--- src/rtl/clamp_seq_pkg.sv ---
package clamp_seq_pkg;

    typedef enum logic [2:0] {
        ST_IDLE         = 3'd0,
        ST_UP_REL_EARLY = 3'd1,
        ST_UP_REL_VDOWN = 3'd2,
        ST_UP_FINISH    = 3'd3,
        ST_DN_SET_EARLY = 3'd4,
        ST_DN_SET_CLAMP = 3'd5,
        ST_DN_FINISH    = 3'd6
    } seq_state_t;

    typedef enum logic [2:0] {
        RQ_NONE     = 3'd0,
        RQ_REJECT   = 3'd1,
        RQ_COUNT_UP = 3'd2,
        RQ_COUNT_DN = 3'd3,
        RQ_SEQ_UP   = 3'd4,
        RQ_SEQ_DN   = 3'd5
    } req_kind_t;

    typedef struct packed {
        logic vcore_down;
        logic clamp_early;
        logic clamp_full;
    } ctrl_t;

    localparam ctrl_t CTRL_RESET = '{vcore_down: 1'b1, clamp_early: 1'b1, clamp_full: 1'b1};

endpackage

--- src/rtl/clamp_req_decode.sv ---
module clamp_req_decode
    import clamp_seq_pkg::*;
#(
    parameter int ID_W    = 2,
    parameter int ID_PHY0 = 1,
    parameter int ID_PHY1 = 2
) (
    input  logic            en_req,
    input  logic            dis_req,
    input  logic [ID_W-1:0] client_id,
    input  logic            cnt_zero,
    input  logic            cnt_one,
    input  logic            cnt_full,
    output req_kind_t       kind
);
    logic id_ok;

    assign id_ok = (client_id == ID_W'(ID_PHY0)) || (client_id == ID_W'(ID_PHY1));

    always_comb begin
        kind = RQ_NONE;
        if (en_req && dis_req) begin
            kind = RQ_REJECT;
        end else if (en_req || dis_req) begin
            if (!id_ok) begin
                kind = RQ_REJECT;
            end else if (en_req) begin
                if (cnt_full)      kind = RQ_REJECT;
                else if (cnt_zero) kind = RQ_SEQ_UP;
                else               kind = RQ_COUNT_UP;
            end else begin
                if (cnt_zero)      kind = RQ_REJECT;
                else if (cnt_one)  kind = RQ_SEQ_DN;
                else               kind = RQ_COUNT_DN;
            end
        end
    end
endmodule

--- src/rtl/clamp_settle_timer.sv ---
module clamp_settle_timer #(
    parameter int LIMIT = 10000
) (
    input  logic clk,
    input  logic rst,
    input  logic run,
    output logic tick
);
    localparam int CW = (LIMIT > 1) ? $clog2(LIMIT) : 1;

    generate
        if (LIMIT <= 1) begin : g_pass
            assign tick = run;
        end else begin : g_cnt
            logic [CW-1:0] cnt;

            always_ff @(posedge clk) begin
                if (rst) begin
                    cnt <= '0;
                end else if (run) begin
                    if (cnt == CW'(LIMIT - 1)) cnt <= '0;
                    else                       cnt <= cnt + 1'b1;
                end
            end

            assign tick = run && (cnt == CW'(LIMIT - 1));
        end
    endgenerate
endmodule

--- src/rtl/clamp_refcount.sv ---
module clamp_refcount #(
    parameter int CNT_W = 3
) (
    input  logic             clk,
    input  logic             rst,
    input  logic             inc,
    input  logic             dec,
    output logic [CNT_W-1:0] cnt,
    output logic             is_zero,
    output logic             is_one,
    output logic             is_full
);
    localparam logic [CNT_W-1:0] CNT_MAX = {CNT_W{1'b1}};

    always_ff @(posedge clk) begin
        if (rst)      cnt <= '0;
        else if (inc) cnt <= cnt + 1'b1;
        else if (dec) cnt <= cnt - 1'b1;
    end

    assign is_zero = (cnt == '0);
    assign is_one  = (cnt == CNT_W'(1));
    assign is_full = (cnt == CNT_MAX);

    p_no_wrap_r11: assert property (@(posedge clk) disable iff (rst)
        inc |-> !is_full);
    p_no_underflow_r8: assert property (@(posedge clk) disable iff (rst)
        dec |-> !is_zero);
    p_inc_dec_excl_r12: assert property (@(posedge clk) disable iff (rst)
        inc |-> !dec);
endmodule

--- src/rtl/clamp_seq_ctrl.sv ---
module clamp_seq_ctrl
    import clamp_seq_pkg::*;
#(
    parameter int CYC_PER_US = 100,
    parameter int SETTLE_US  = 100,
    parameter int CNT_W      = 3,
    parameter int ID_W       = 2,
    parameter int ID_PHY0    = 1,
    parameter int ID_PHY1    = 2
) (
    input  logic             clk,
    input  logic             rst,
    input  logic             en_req,
    input  logic             dis_req,
    input  logic [ID_W-1:0]  client_id,
    output logic             vcore_down,
    output logic             clamp_early,
    output logic             clamp_full,
    output logic             busy,
    output logic             done,
    output logic             err,
    output logic [CNT_W-1:0] active_cnt
);
    localparam int STEP_CYC = CYC_PER_US * SETTLE_US;

    seq_state_t state, state_nxt;
    req_kind_t  kind;
    ctrl_t      ctrl_q;
    logic       tick, done_q, err_q;
    logic       cnt_inc, cnt_dec, c_zero, c_one, c_full;
    logic       en_g, dis_g, last_step;

    assign busy  = (state != ST_IDLE);
    assign en_g  = en_req  && !busy;
    assign dis_g = dis_req && !busy;

    clamp_req_decode #(.ID_W(ID_W), .ID_PHY0(ID_PHY0), .ID_PHY1(ID_PHY1)) u_dec (
        .en_req(en_g), .dis_req(dis_g), .client_id(client_id),
        .cnt_zero(c_zero), .cnt_one(c_one), .cnt_full(c_full), .kind(kind)
    );

    clamp_settle_timer #(.LIMIT(STEP_CYC)) u_tmr (
        .clk(clk), .rst(rst), .run(busy), .tick(tick)
    );

    assign last_step = tick && ((state == ST_UP_FINISH) || (state == ST_DN_FINISH));
    assign cnt_inc   = (kind == RQ_COUNT_UP) || (tick && state == ST_UP_FINISH);
    assign cnt_dec   = (kind == RQ_COUNT_DN) || (tick && state == ST_DN_FINISH);

    clamp_refcount #(.CNT_W(CNT_W)) u_cnt (
        .clk(clk), .rst(rst), .inc(cnt_inc), .dec(cnt_dec),
        .cnt(active_cnt), .is_zero(c_zero), .is_one(c_one), .is_full(c_full)
    );

    // State register
    always_ff @(posedge clk) begin
        if (rst) state <= ST_IDLE;
        else     state <= state_nxt;
    end

    // Transitions
    always_comb begin
        state_nxt = state;
        unique case (state)
            ST_IDLE: begin
                if (kind == RQ_SEQ_UP)      state_nxt = ST_UP_REL_EARLY;
                else if (kind == RQ_SEQ_DN) state_nxt = ST_DN_SET_EARLY;
            end
            ST_UP_REL_EARLY: if (tick) state_nxt = ST_UP_REL_VDOWN;
            ST_UP_REL_VDOWN: if (tick) state_nxt = ST_UP_FINISH;
            ST_UP_FINISH:    if (tick) state_nxt = ST_IDLE;
            ST_DN_SET_EARLY: if (tick) state_nxt = ST_DN_SET_CLAMP;
            ST_DN_SET_CLAMP: if (tick) state_nxt = ST_DN_FINISH;
            ST_DN_FINISH:    if (tick) state_nxt = ST_IDLE;
            default:                   state_nxt = ST_IDLE;
        endcase
    end

    // Registered outputs
    always_ff @(posedge clk) begin
        if (rst) begin
            ctrl_q <= CTRL_RESET;
            done_q <= 1'b0;
            err_q  <= 1'b0;
        end else begin
            done_q <= (kind == RQ_COUNT_UP) || (kind == RQ_COUNT_DN) || last_step;
            err_q  <= (kind == RQ_REJECT);
            unique case (state)
                ST_IDLE: begin
                    if (kind == RQ_SEQ_UP)      ctrl_q.clamp_full <= 1'b0;
                    else if (kind == RQ_SEQ_DN) ctrl_q.vcore_down <= 1'b1;
                end
                ST_UP_REL_EARLY: if (tick) ctrl_q.clamp_early <= 1'b0;
                ST_UP_REL_VDOWN: if (tick) ctrl_q.vcore_down  <= 1'b0;
                ST_DN_SET_EARLY: if (tick) ctrl_q.clamp_early <= 1'b1;
                ST_DN_SET_CLAMP: if (tick) ctrl_q.clamp_full  <= 1'b1;
                default: ;
            endcase
        end
    end

    assign vcore_down  = ctrl_q.vcore_down;
    assign clamp_early = ctrl_q.clamp_early;
    assign clamp_full  = ctrl_q.clamp_full;
    assign done        = done_q;
    assign err         = err_q;

    p_early_after_clamp_r2: assert property (@(posedge clk) disable iff (rst)
        $fell(clamp_early) |-> (!clamp_full && vcore_down));
    p_vdown_last_r2: assert property (@(posedge clk) disable iff (rst)
        $fell(vcore_down) |-> (!clamp_early && !clamp_full));
    p_early_after_vdown_r3: assert property (@(posedge clk) disable iff (rst)
        $rose(clamp_early) |-> (vcore_down && !clamp_full));
    p_clamp_last_r3: assert property (@(posedge clk) disable iff (rst)
        $rose(clamp_full) |-> (vcore_down && clamp_early));
    p_idle_ctrl_stable_r5: assert property (@(posedge clk) disable iff (rst)
        !busy |-> $stable(ctrl_q));
    p_busy_quiet_r9: assert property (@(posedge clk) disable iff (rst)
        busy |-> (!done && !err && $stable(active_cnt)));
    p_pulse_excl_r12: assert property (@(posedge clk) disable iff (rst)
        done |-> !err);
endmodule

--- config.mk ---
export PLATFORM = sky130hd
export DESIGN_NAME = clamp_seq_ctrl
export DESIGN_NICKNAME = d
export VERILOG_FILES = /design/src/rtl/clamp_seq_pkg.sv /design/src/rtl/clamp_req_decode.sv /design/src/rtl/clamp_settle_timer.sv /design/src/rtl/clamp_refcount.sv /design/src/rtl/clamp_seq_ctrl.sv
export SDC_FILE = /design/constraint.sdc
export NUM_CORES = 1
export LEC_CHECK = 0
export ABC_AREA = 0
export CAP_MARGIN = 20
export CORE_ASPECT_RATIO = 0.6
export CORE_MARGIN = 3
export CORE_UTILIZATION = 55
export CTS_CLUSTER_SIZE = 25
export DETAILED_ROUTE_END_ITERATION = 8
export PLACE_DENSITY = 0.78
export SYNTH_ARGS = -nofsm -noshare
export SYNTH_HDL_FRONTEND = slang
export SYNTH_SLANG_ARGS = --single-unit
export TNS_END_PERCENT = 20
--- constraint.sdc ---
create_clock -name clk -period 2.9 [get_ports clk]
set_input_delay 0.58 -clock clk [delete_from_list [all_inputs] [get_ports clk]]
set_output_delay 0.58 -clock clk [all_outputs]
set_load 0.1 [all_outputs]
==> results.txt <==
----------------------------------------------------
[Status]
  Run status ... finished, final reports clean

[Global routing]
  Maximum number of pins on one net before global-route repair ... 15
  Via count of the first global-routing pass ... about 1,000
  Overall Global Routing Usage ... 18.36%
  Global route overflow ... 0
  Initial antenna violation count ... 0
  First-pass GRT wire length ... 4.554 mm

[Detailed routing]
  Detailed Route Iter0 Violations ... between 50 and 60
  Routed vias ... roughly 1,100
  Via-per-instance ratio ... roughly 5.5
  Total length of routed wires ... roughly 2.7 mm
  Detailed-routing iteration count for the pre-antenna-repair pass ... 4
  Post-detailed-route wirelength per cell ... around 14 um
  Detailed-route DRC error count ... 0
  Number of nets still failing antenna checks after routing ... 0

[Power]
  Largest voltage drop on the vdd net ... roughly 0.00032 V
  Leakage component of the power ... around 0.61 nW
  Total power ... 0.0006838 W
  Ratio of total power to cell area ... between 400 and 500 nW/um2

[Floorplanning]
  Number of rows in the core area ... 13
  Die span in y ... between 40 and 50 um
  Initial cell density of the core ... 60.55%
  Die width ... ~70 um
  DIE AREA ... approximately 3200 um2
  Placeable core area ... 2277 um2
  Number of primary I/O pins ... 15

[Setup path]
  WP data required ... 3.07 ns
  Family of cells with the greatest summed delay on the critical path ... compound AO/OA/AOI/OAI gates
  Critical-path cell list ... inv_1, ha_1, a2111o_1, a21oi_2, a21o_4, mux2_1, a32o_2
  Crit Path Max Fanout ... 5
  Data arrival time of the critical path ... between 2 and 2.5 ns
  CP bufs+invs ... 1
  Crit path largest cell delay ... 0.45 ns
  Kind of end point of the critical path ... register
  WS Path Type ... reg -> reg
  Slowest stage cell, crit path ... dfxtp_1
  CP Launch Type ... register

[Timing]
  FMAX ... approximately 0.44 GHz
  Unrepaired setup endpoints after global routing ... no
  Transition time of the tightest slew-check pin ... roughly 0.89 ns
  Final critical path time including I/O delays and setup ... around 2.3 ns
  Clock Skews ... slightly above 0.005 ns
  Final count of negative-setup-slack endpoints ... 0
  Setup tns final ... 0 ns
  Count of final max-slew check failures ... 0
  Ratio of final minimum period to clock period ... 79.20%
  Relative max-transition margin ... roughly 40%
  Final hold vios ... 0

[Clock network]
  Total clock buffers created by CTS ... 3
  Clock buffer depth ... 2
  Clk_lat worst skew ... 0.27 ns
  Buffers inserted during post-CTS setup optimization ... 0
  CTS tree ... done
  Cell chosen for the clock root ... clkbuf_8
  Number of hold buffers added after CTS ... 0
  Number of resized instances in the post-cts repair step ... 0
  Clock-pin slew on the worst setup and hold paths ... approximately 0.08 ns
  Clock sink count ... 25
  Number of H-tree levels ... 1

[Synth]
  Number of synthesis warnings ... 0
  Average footprint of a synthesized cell ... 9.131 um2
  FFs w/ async S/R, synth ... 0%
  Sequential fraction of the synthesis area ... 36.30%
  Synth unique cells ... 47
  Number of enable flip-flop cells after synthesis ... 0
  Synthesized netlist cell count ... about 150
  Post-Syn Area ... 1379 um2
  Main synth FF type ... dfxtp_1
  Post-Synthesis Net Count ... around 160
  Post-synthesis register bit count ... 25

[Finish]
  Multi-input logic area ... around 810 um2
  Area occupied by registers ... ~500 um2
  Fillers ... around 190
  Count of inserted antenna diode cells ... 0
  Fraction of layout instances using a drive strength above 1 ... 17.58%
  Count of nets after finishing ... 178
  Post-layout utilization of the core ... between 60% and 70%
  Fin cells ... ~200
  Layout Area Growth over Synthesis ... 12.61%

[Hold path]
  Worst hold path type ... reg -> reg

[Place]
  HPWL after detailed placement ... around 2.2 mm
  Gp weighted congestion ... ~0.76
  Port buffer count ... 14
  Placed cell count ... between 150 and 200

[Job]
  Reported max-cap violation count ... 0

----------------------------------------------------
-- layout make-up --
type,count,share of cell area [%]
multi-input combinational,113,52.22
sequential,25,32.23
tap,30,2.417
inverter,8,2.095
clock inverter,1,0.3223
timing repair buffer,15,8.058
clock buffer,3,2.659
-- synthesized netlist by cell type, types with 2 or more instances --
cell type / count / area (um2)
o21a_1: 2 / 15.01
nand4_1: 3 / 18.77
dfxtp_1: 25 / 500.5
and3_1: 3 / 18.77
ha_1: 6 / 75.07
nor3_1: 2 / 10.01
nor4bb_1: 2 / 20.02
buf_4: 2 / 15.01
or3_1: 2 / 12.51
o21ai_0: 6 / 30.03
inv_1: 6 / 22.52
xor2_1: 11 / 96.34
o211ai_1: 2 / 15.01
a21oi_1: 10 / 50.05
nor4b_1: 2 / 17.52
xnor2_1: 5 / 43.79
nand2_1: 14 / 52.55
nor3b_2: 2 / 25.02
nor2_1: 16 / 60.06
nand2b_1: 2 / 12.51
o21ai_1: 2 / 10.01
-- metrics by stage --
stage                     area [um2]  setup WS (ns)  hold slack, ns
after floorplan                 1379        0.07539          0.4539
after global placement          1506         0.4442          0.4638
after detailed placement        1506         0.3647          0.4781
after CTS                       1553         0.6082          0.4933
after global routing            1553         0.5100          0.4981
final                           1553         0.6031          0.4965
-- per-layer routing --
layer / track usage, % / wire length (um) / vias up
li1: - / - / 552
met1: 24.22 / 1425 / 496
met2: 29.74 / 1163 / 27
met3: 6.889 / 160 / 0
met4: 2.996 / 0 / 0
met5: 0 / 0 / -
-- power breakdown --
part           total (W)  switching [W]  internal (W)
clock network   0.000201       0.000105     0.0000960
registers       0.000368      0.0000155      0.000352
logic           0.000115      0.0000783     0.0000366
total           0.000684       0.000199      0.000485
-- registers in the layout (all words and copies together), names as in the netlist --
signal,count
done,1
state,3
vcore_down,1
clamp_full,1
u_tmr.g_cnt.cnt,14
err,1
clamp_early,1
u_cnt.cnt,3
-- cell families after synthesis --
logic type      after synthesis  synth area share, %
mux                           1               0.8166
xor+xnor                     16                10.16
buf+inv                      13                4.899
simple gates                 60                27.41
flops                        25                36.30
fa+ha+maj                     6                5.445
compound gates               30                14.97
-- worst paths after layout --
kind	startpoint	endpoint	slack, ns	cells past startpoint
max	u_cnt.cnt[0]	u_cnt.cnt[2]	0.60	7
min	u_tmr.g_cnt.cnt[10]	u_tmr.g_cnt.cnt[10]	0.50	2
max reg2reg	u_cnt.cnt[0]	u_cnt.cnt[2]	0.60	7
min reg2reg	u_tmr.g_cnt.cnt[10]	u_tmr.g_cnt.cnt[10]	0.50	2
-- tightest hold or removal path, delay by kind of cell, from the launching register on --
| family | cells | cell delay [ns] |
|---|---|---|
| flip-flops | 1 | 0.32 |
| AO/OA/AOI/OAI | 2 | 0.13 |
-- cell usage in the layout, fill, tap and decap left out, types with 3 or more instances in the layout --
| cell | netlist | layout |
|---|---|---|
| nand2_1 | 14 | 14 |
| nor2_1 | 16 | 16 |
| buf_4 | 2 | 10 |
| xor2_1 | 11 | 11 |
| clkbuf_8 | 0 | 3 |
| inv_1 | 6 | 6 |
| ha_1 | 6 | 6 |
| xnor2_1 | 5 | 5 |
| clkdlybuf4s50_1 | 0 | 5 |
| dfxtp_1 | 25 | 25 |
| o21ai_0 | 6 | 6 |
| nand4_1 | 3 | 3 |
| a21oi_1 | 10 | 10 |
| and3_1 | 3 | 3 |
Note: power is estimated with default switching activity, not from simulation.
